==> src/rtl/sfc_pkg.sv <==
package sfc_pkg;

  typedef enum logic [2:0] {
    ST_IDLE  = 3'd0,
    ST_READ  = 3'd1,
    ST_RDWR  = 3'd2,
    ST_WRITE = 3'd3,
    ST_STALL = 3'd4
  } flow_state_t;

  // Next recorded state from this cycle's activity.
  function automatic flow_state_t f_next_state(input logic dn_ok,
                                               input logic rd,
                                               input logic wr);
    flow_state_t ns;
    if (!dn_ok)        ns = ST_STALL;
    else if (rd && wr) ns = ST_RDWR;
    else if (rd)       ns = ST_READ;
    else if (wr)       ns = ST_WRITE;
    else               ns = ST_IDLE;
    return ns;
  endfunction

  // Core runs when downstream has room and there is work to do.
  function automatic logic f_core_go(input logic        dn_ok,
                                     input logic        src_avail,
                                     input logic        res_valid,
                                     input flow_state_t st);
    logic just_fed;
    just_fed = (st == ST_READ) || (st == ST_RDWR);
    return dn_ok && (src_avail || res_valid || just_fed);
  endfunction

endpackage

==> src/rtl/sfc_fire.sv <==
module sfc_fire (
  input  logic rst_n,
  input  logic in_rdy,
  input  logic core_rfd,
  input  logic core_done,
  input  logic core_dv,
  input  logic out_rdy,
  output logic rd_fire,
  output logic wr_fire
);

  always_comb begin
    rd_fire = rst_n && in_rdy && core_rfd && !core_done && out_rdy;
    wr_fire = rst_n && core_dv && out_rdy;
  end

endmodule

==> src/rtl/sfc_seq.sv <==
module sfc_seq
  import sfc_pkg::*;
(
  input  logic        clk,
  input  logic        rst_n,
  input  logic        out_rdy,
  input  logic        rd_fire,
  input  logic        wr_fire,
  output flow_state_t state
);

  always_ff @(posedge clk) begin
    if (!rst_n) state <= ST_IDLE;
    else        state <= f_next_state(out_rdy, rd_fire, wr_fire);
  end

  AST_STALL_ENTRY: assert property (@(posedge clk) disable iff (!rst_n)
    !out_rdy |=> (state == ST_STALL));
  AST_RDWR_TRACK: assert property (@(posedge clk) disable iff (!rst_n)
    (rd_fire && wr_fire) |=> (state == ST_RDWR));

endmodule

==> src/rtl/sfc_core_gate.sv <==
module sfc_core_gate
  import sfc_pkg::*;
(
  input  logic        rst_n,
  input  logic        out_rdy,
  input  logic        in_rdy,
  input  logic        core_dv,
  input  flow_state_t state,
  output logic        core_ce,
  output logic        core_start
);

  logic go;

  always_comb begin
    go         = rst_n && f_core_go(out_rdy, in_rdy, core_dv, state);
    core_ce    = go;
    core_start = go;
  end

endmodule

==> src/rtl/stream_flow_ctrl.sv <==
module stream_flow_ctrl
  import sfc_pkg::*;
#(
  parameter int DATA_W = 32
) (
  input  logic              clk,
  input  logic              rst_n,
  input  logic              in_rdy,
  input  logic [DATA_W-1:0] in_data,
  output logic              in_rd_en,
  output logic [DATA_W-1:0] core_din,
  input  logic              core_rfd,
  input  logic              core_done,
  input  logic              core_dv,
  input  logic [DATA_W-1:0] core_dout,
  output logic              core_ce,
  output logic              core_start,
  input  logic              out_rdy,
  output logic [DATA_W-1:0] out_data,
  output logic              out_wr_en
);

  logic        rd_fire;
  logic        wr_fire;
  flow_state_t state;

  sfc_fire i_fire (
    .rst_n     (rst_n),
    .in_rdy    (in_rdy),
    .core_rfd  (core_rfd),
    .core_done (core_done),
    .core_dv   (core_dv),
    .out_rdy   (out_rdy),
    .rd_fire   (rd_fire),
    .wr_fire   (wr_fire)
  );

  sfc_seq i_seq (
    .clk     (clk),
    .rst_n   (rst_n),
    .out_rdy (out_rdy),
    .rd_fire (rd_fire),
    .wr_fire (wr_fire),
    .state   (state)
  );

  sfc_core_gate i_gate (
    .rst_n      (rst_n),
    .out_rdy    (out_rdy),
    .in_rdy     (in_rdy),
    .core_dv    (core_dv),
    .state      (state),
    .core_ce    (core_ce),
    .core_start (core_start)
  );

  always_comb begin
    in_rd_en  = rd_fire;
    out_wr_en = wr_fire;
    core_din  = in_data;
    out_data  = core_dout;
  end

  AST_READ_HOLDS_CE: assert property (@(posedge clk) disable iff (!rst_n)
    (in_rd_en && out_rdy) |=> (!out_rdy || core_ce));
  AST_NO_READ_WHEN_DONE: assert property (@(posedge clk) disable iff (!rst_n)
    in_rd_en |-> !core_done);
  AST_WR_NEEDS_ROOM: assert property (@(posedge clk) disable iff (!rst_n)
    out_wr_en |-> (core_dv && out_rdy));
  AST_START_WITH_CE: assert property (@(posedge clk) disable iff (!rst_n)
    core_start == core_ce);
  AST_STALL_FREEZE: assert property (@(posedge clk) disable iff (!rst_n)
    (state == ST_STALL && !out_rdy) |-> (!core_ce && !in_rd_en));

endmodule

==> config.mk <==
export PLATFORM = sky130hd
export DESIGN_NAME = stream_flow_ctrl
export DESIGN_NICKNAME = d
export VERILOG_FILES = /design/src/rtl/sfc_pkg.sv /design/src/rtl/sfc_fire.sv /design/src/rtl/sfc_seq.sv /design/src/rtl/sfc_core_gate.sv /design/src/rtl/stream_flow_ctrl.sv
export SDC_FILE = /design/constraint.sdc
export NUM_CORES = 1
export LEC_CHECK = 0
export BUFFER_PORTS_ARGS = -buffer_cell sky130_fd_sc_hd__clkbuf_2
export CAP_MARGIN = 20
export CELL_PAD_IN_SITES_DETAIL_PLACEMENT = 1
export CELL_PAD_IN_SITES_GLOBAL_PLACEMENT = 2
export CORE_MARGIN = 3
export CORE_UTILIZATION = 10
export DETAILED_ROUTE_END_ITERATION = 16
export PLACE_DENSITY = 0.95
export RECOVER_POWER = 100
export SYNTH_ARGS = -nofsm -noshare
export SYNTH_HDL_FRONTEND = slang
export SYNTH_SLANG_ARGS = --single-unit
==> constraint.sdc <==
create_clock -name clk -period 0.9 [get_ports clk]
set_input_delay 0.045 -clock clk [delete_from_list [all_inputs] [get_ports clk]]
set_output_delay 0.045 -clock clk [all_outputs]
set_load 0.01 [all_outputs]
==> flow_results.xml <==
<?xml version="1.0" encoding="UTF-8"?>
<metrics>
  <group name="yosys">
    <metric name="post-synth-top-count-cell" unit="">sky130_fd_sc_hd__buf_4</metric>
    <metric name="yosys-top-cells-area" unit="">sky130_fd_sc_hd__buf_4 (77%), sky130_fd_sc_hd__dfxtp_1 (9.5%), sky130_fd_sc_hd__and3_4 (1.8%), sky130_fd_sc_hd__mux2_2 (1.8%), sky130_fd_sc_hd__and3b_1 (1.4%)</metric>
    <metric name="syn_avg_cell_area" unit="um2">7.98</metric>
    <metric name="syn_inst" unit="">79</metric>
    <metric name="synthArstFlopShare" unit="">0</metric>
    <metric name="seq_area_frac_synth" unit="">0.0952</metric>
    <metric name="commonest_register_cell_after_synthesis" unit="">sky130_fd_sc_hd__dfxtp_1</metric>
    <metric name="synth_cell_types" unit="">13</metric>
    <metric name="synth_top_cell_area_share" unit="">0.774</metric>
    <metric name="synth_top_area_cell" unit="">sky130_fd_sc_hd__buf_4</metric>
    <metric name="synth_enable_flop_cells" unit="">0</metric>
    <metric name="postSynthNetCount" unit="">150</metric>
    <metric name="number_of_warnings_issued_by_yosys" unit="">0</metric>
    <metric name="synth_commonest_cells" unit="">sky130_fd_sc_hd__buf_4 (65), sky130_fd_sc_hd__dfxtp_1 (3)</metric>
    <metric name="synth_area" unit="um2">631</metric>
    <metric name="synth-seq-cells" unit="">3</metric>
  </group>
  <group name="global_route">
    <metric name="grt_start_max_net_pins" unit="">7</metric>
    <metric name="global_route_wire_length_before_repair" unit="mm">1.34</metric>
    <metric name="grt.busiest_layer" unit="">met4</metric>
    <metric name="global_route.usage.met2" unit="">0.0318</metric>
    <metric name="number_of_antenna_violations_at_the_first_check_in_global_routing" unit="">0</metric>
    <metric name="first_global_vias" unit="">272</metric>
    <metric name="met1_usage" unit="">0.0121</metric>
    <metric name="grt_remaining_overflow" unit="">0</metric>
    <metric name="grt.met3_usage" unit="">0.0204</metric>
    <metric name="overall_fraction_of_global_route_tracks_in_use" unit="">0.0247</metric>
  </group>
  <group name="sta">
    <metric name="fin_worst_hold_slack" unit="ns">0.0737</metric>
    <metric name="fin_ws" unit="ns">-0.163</metric>
    <metric name="report.final.hold_viol_count" unit="">0</metric>
    <metric name="min_period_over_period" unit="">1.18</metric>
    <metric name="max_freq" unit="MHz">941</metric>
    <metric name="report.final.slew_viol_count" unit="">0</metric>
    <metric name="max_slew.worst_pin.slew" unit="ns">0.212</metric>
    <metric name="totalNegativeSetupSlack" unit="ns">-0.326</metric>
    <metric name="grt_setup_unrepaired" unit="">yes</metric>
    <metric name="setup_viol" unit="">2</metric>
    <metric name="slew_headroom" unit="">0.858</metric>
    <metric name="fin_crit" unit="ns">1.06</metric>
  </group>
  <group name="pwr">
    <metric name="netSwitchingPower" unit="uW">118</metric>
    <metric name="seq_power_share" unit="">0.243</metric>
    <metric name="highest_ir_drop_seen_on_vdd" unit="mV">0.531</metric>
    <metric name="cellLeakagePower" unit="nW">0.118</metric>
    <metric name="powerDensity" unit="nW/um2">1790</metric>
    <metric name="switching_share" unit="">0.200</metric>
    <metric name="fin_total_pwr" unit="uW">587</metric>
    <metric name="internal_power" unit="uW">469</metric>
    <metric name="combinationalPowerShare" unit="">0.096</metric>
    <metric name="clock_power_share" unit="">0.661</metric>
  </group>
  <group name="routing">
    <metric name="drt_drc_violations_left" unit="">0</metric>
    <metric name="vias" unit="">223</metric>
    <metric name="drt_pass1_iterations" unit="">4</metric>
    <metric name="route.antenna.remaining_nets" unit="">0</metric>
    <metric name="first_iter_violations" unit="">9</metric>
    <metric name="vias_per_cell" unit="">2.17</metric>
    <metric name="avgRoutedWirePerCell" unit="um">8.67</metric>
    <metric name="wirelength" unit="um">893</metric>
  </group>
  <group name="clock_network">
    <metric name="postCtsHoldBufs" unit="">0</metric>
    <metric name="cts_tree" unit="">done</metric>
    <metric name="numClockSinks" unit="">3</metric>
    <metric name="postCtsSetupBuffers" unit="">0</metric>
    <metric name="cts.path.max_buffers" unit="">2</metric>
    <metric name="htree_num_levels" unit="">1</metric>
    <metric name="path_clk_slew" unit="ns">0.03</metric>
    <metric name="clk_root_buffer_cell" unit="">sky130_fd_sc_hd__clkbuf_8</metric>
    <metric name="cts_buffers" unit="">3</metric>
  </group>
  <group name="worst_setup_path">
    <metric name="cpMaxStageDelayCell" unit="">sky130_fd_sc_hd__dfxtp_1</metric>
    <metric name="critical_path.max_stage_delay" unit="ns">0.30</metric>
    <metric name="critPathCaptureType" unit="">primary output</metric>
    <metric name="critical_path_required" unit="ns">0.85</metric>
    <metric name="crit_fanout" unit="">2</metric>
    <metric name="cp.arrival" unit="ns">1.02</metric>
    <metric name="crit_path_cells" unit="">xnor2_1 &gt; o31ai_2 &gt; buf_2</metric>
    <metric name="worstSetupPathType" unit="">reg2out</metric>
    <metric name="crit_path_start_kind" unit="">flip-flop</metric>
  </group>
  <group name="run">
    <metric name="maxCapViolations" unit="">0</metric>
  </group>
  <group name="placement">
    <metric name="dpl.hpwl" unit="um">692</metric>
    <metric name="placed_cells_incl_taps" unit="">99</metric>
    <metric name="routabilityCongestion" unit="">0.646</metric>
    <metric name="port_buffers" unit="">10</metric>
    <metric name="placement.setup.worst_slack" unit="ns">0.0410</metric>
  </group>
  <group name="final_layout">
    <metric name="most_flop_heavy_register" unit="">i_seq.state</metric>
    <metric name="fillerInstances" unit="">731</metric>
    <metric name="areaGrowthSynthToFinish" unit="%">-48.0</metric>
    <metric name="final_nets" unit="">100</metric>
    <metric name="multi_input_comb_area" unit="um2">82.6</metric>
    <metric name="finished_layout_cells" unit="">103</metric>
    <metric name="drive_above_1_share" unit="">0.429</metric>
    <metric name="reg_top3" unit="">i_seq.state x3</metric>
    <metric name="largest_register_ff_count" unit="">3</metric>
    <metric name="antennaDiodeCount" unit="">0</metric>
    <metric name="register_area" unit="um2">60.1</metric>
  </group>
  <group name="floorplanning">
    <metric name="dieArea" unit="um2">7290</metric>
    <metric name="dieWidth" unit="um">85.4</metric>
    <metric name="io-pin-count" unit="">139</metric>
    <metric name="start_util" unit="">0.105</metric>
    <metric name="placement_rows" unit="">28</metric>
    <metric name="core_region_area" unit="um2">6030</metric>
    <metric name="fp.dieH" unit="um">85.4</metric>
  </group>
  <group name="outcome">
    <metric name="status" unit="">finished, violations left</metric>
    <metric name="failed_checks" unit="">setup timing</metric>
  </group>
  <group name="worst_hold_path">
    <metric name="holdCritPathClass" unit="">in2reg</metric>
  </group>
</metrics>
critical path: cells and delay by family, from the launching register on:
| kind | cells | cell delay, ns |
|---|---|---|
| XOR/XNOR | 1 | 0.13 |
| flip-flops | 1 | 0.30 |
| buffers and inverters | 1 | 0.17 |
| AO/OA/AOI/OAI | 1 | 0.21 |
stage by stage:
stage	area, um2	utilization
finish	328	0.0544
global route	328	0.0544
CTS	337	0.0559
detailed placement	292	0.0484
global placement	292	0.0484
floorplan	636	-
power by group through the flow:
stage          combinational [mW]  sequential [mW]  clock (mW)
3_3_place_gp               0.0579            0.145           0
2_1_floorplan               0.325            0.144           0
4_1_cts                    0.0612            0.143       0.399
6_report                   0.0562            0.143       0.388
3_5_place_dp               0.0604            0.145           0
5_1_grt                    0.0635            0.143       0.420
cell families (layout without fill, tap and decap cells):
| logic type | Yosys count | after routing | synth area share |
|---|---|---|---|
| AOI/OAI and AO/OA | 2 | 2 | 0.0238 |
| xor gates and xnor gates | 1 | 1 | 0.0139 |
| buffers and inverters | 65 | 14 | 0.774 |
| DFF | 3 | 3 | 0.0952 |
| muxes | 1 | 1 | 0.0179 |
| and+or+nand+nor | 7 | 7 | 0.0754 |
worst paths after layout:
| check | start | end | cells after the start | slack, ns |
|---|---|---|---|---|
| min | out_rdy | i_seq.state[2] | 2 | 0.07 |
| max | i_seq.state[0] | core_ce | 3 | -0.16 |
what timing repair did:
action,CTS,global route
hold endpoints to repair,0,0
setup endpoints to repair,2,2
resized for setup,0,2
pin swaps,0,0
cells in the final DEF (no fill, tap or decap), drive strengths merged:
cell type / n
clkbuf: 12
dfxtp: 3
and3: 2
buf: 2
nand2: 1
nand3b: 1
nor2: 1
xnor2: 1
o211ai: 1
o31ai: 1
and3b: 1
mux2: 1
nor2b: 1
cell type report:
class / instances / share of cell area
clock buffer: 4 / 0.137
multi-input combinational: 11 / 0.252
sequential: 3 / 0.183
tap: 75 / 0.286
timing repair buffer: 10 / 0.141
metal layers:
| layer | vias to the layer above | routed length [um] |
|---|---|---|
| li1 | 78 | - |
| met1 | 89 | 157 |
| met2 | 34 | 375 |
| met3 | 22 | 256 |
| met4 | 0 | 104 |
| met5 | - | 0 |
Note: power is estimated with default switching activity, not from simulation.
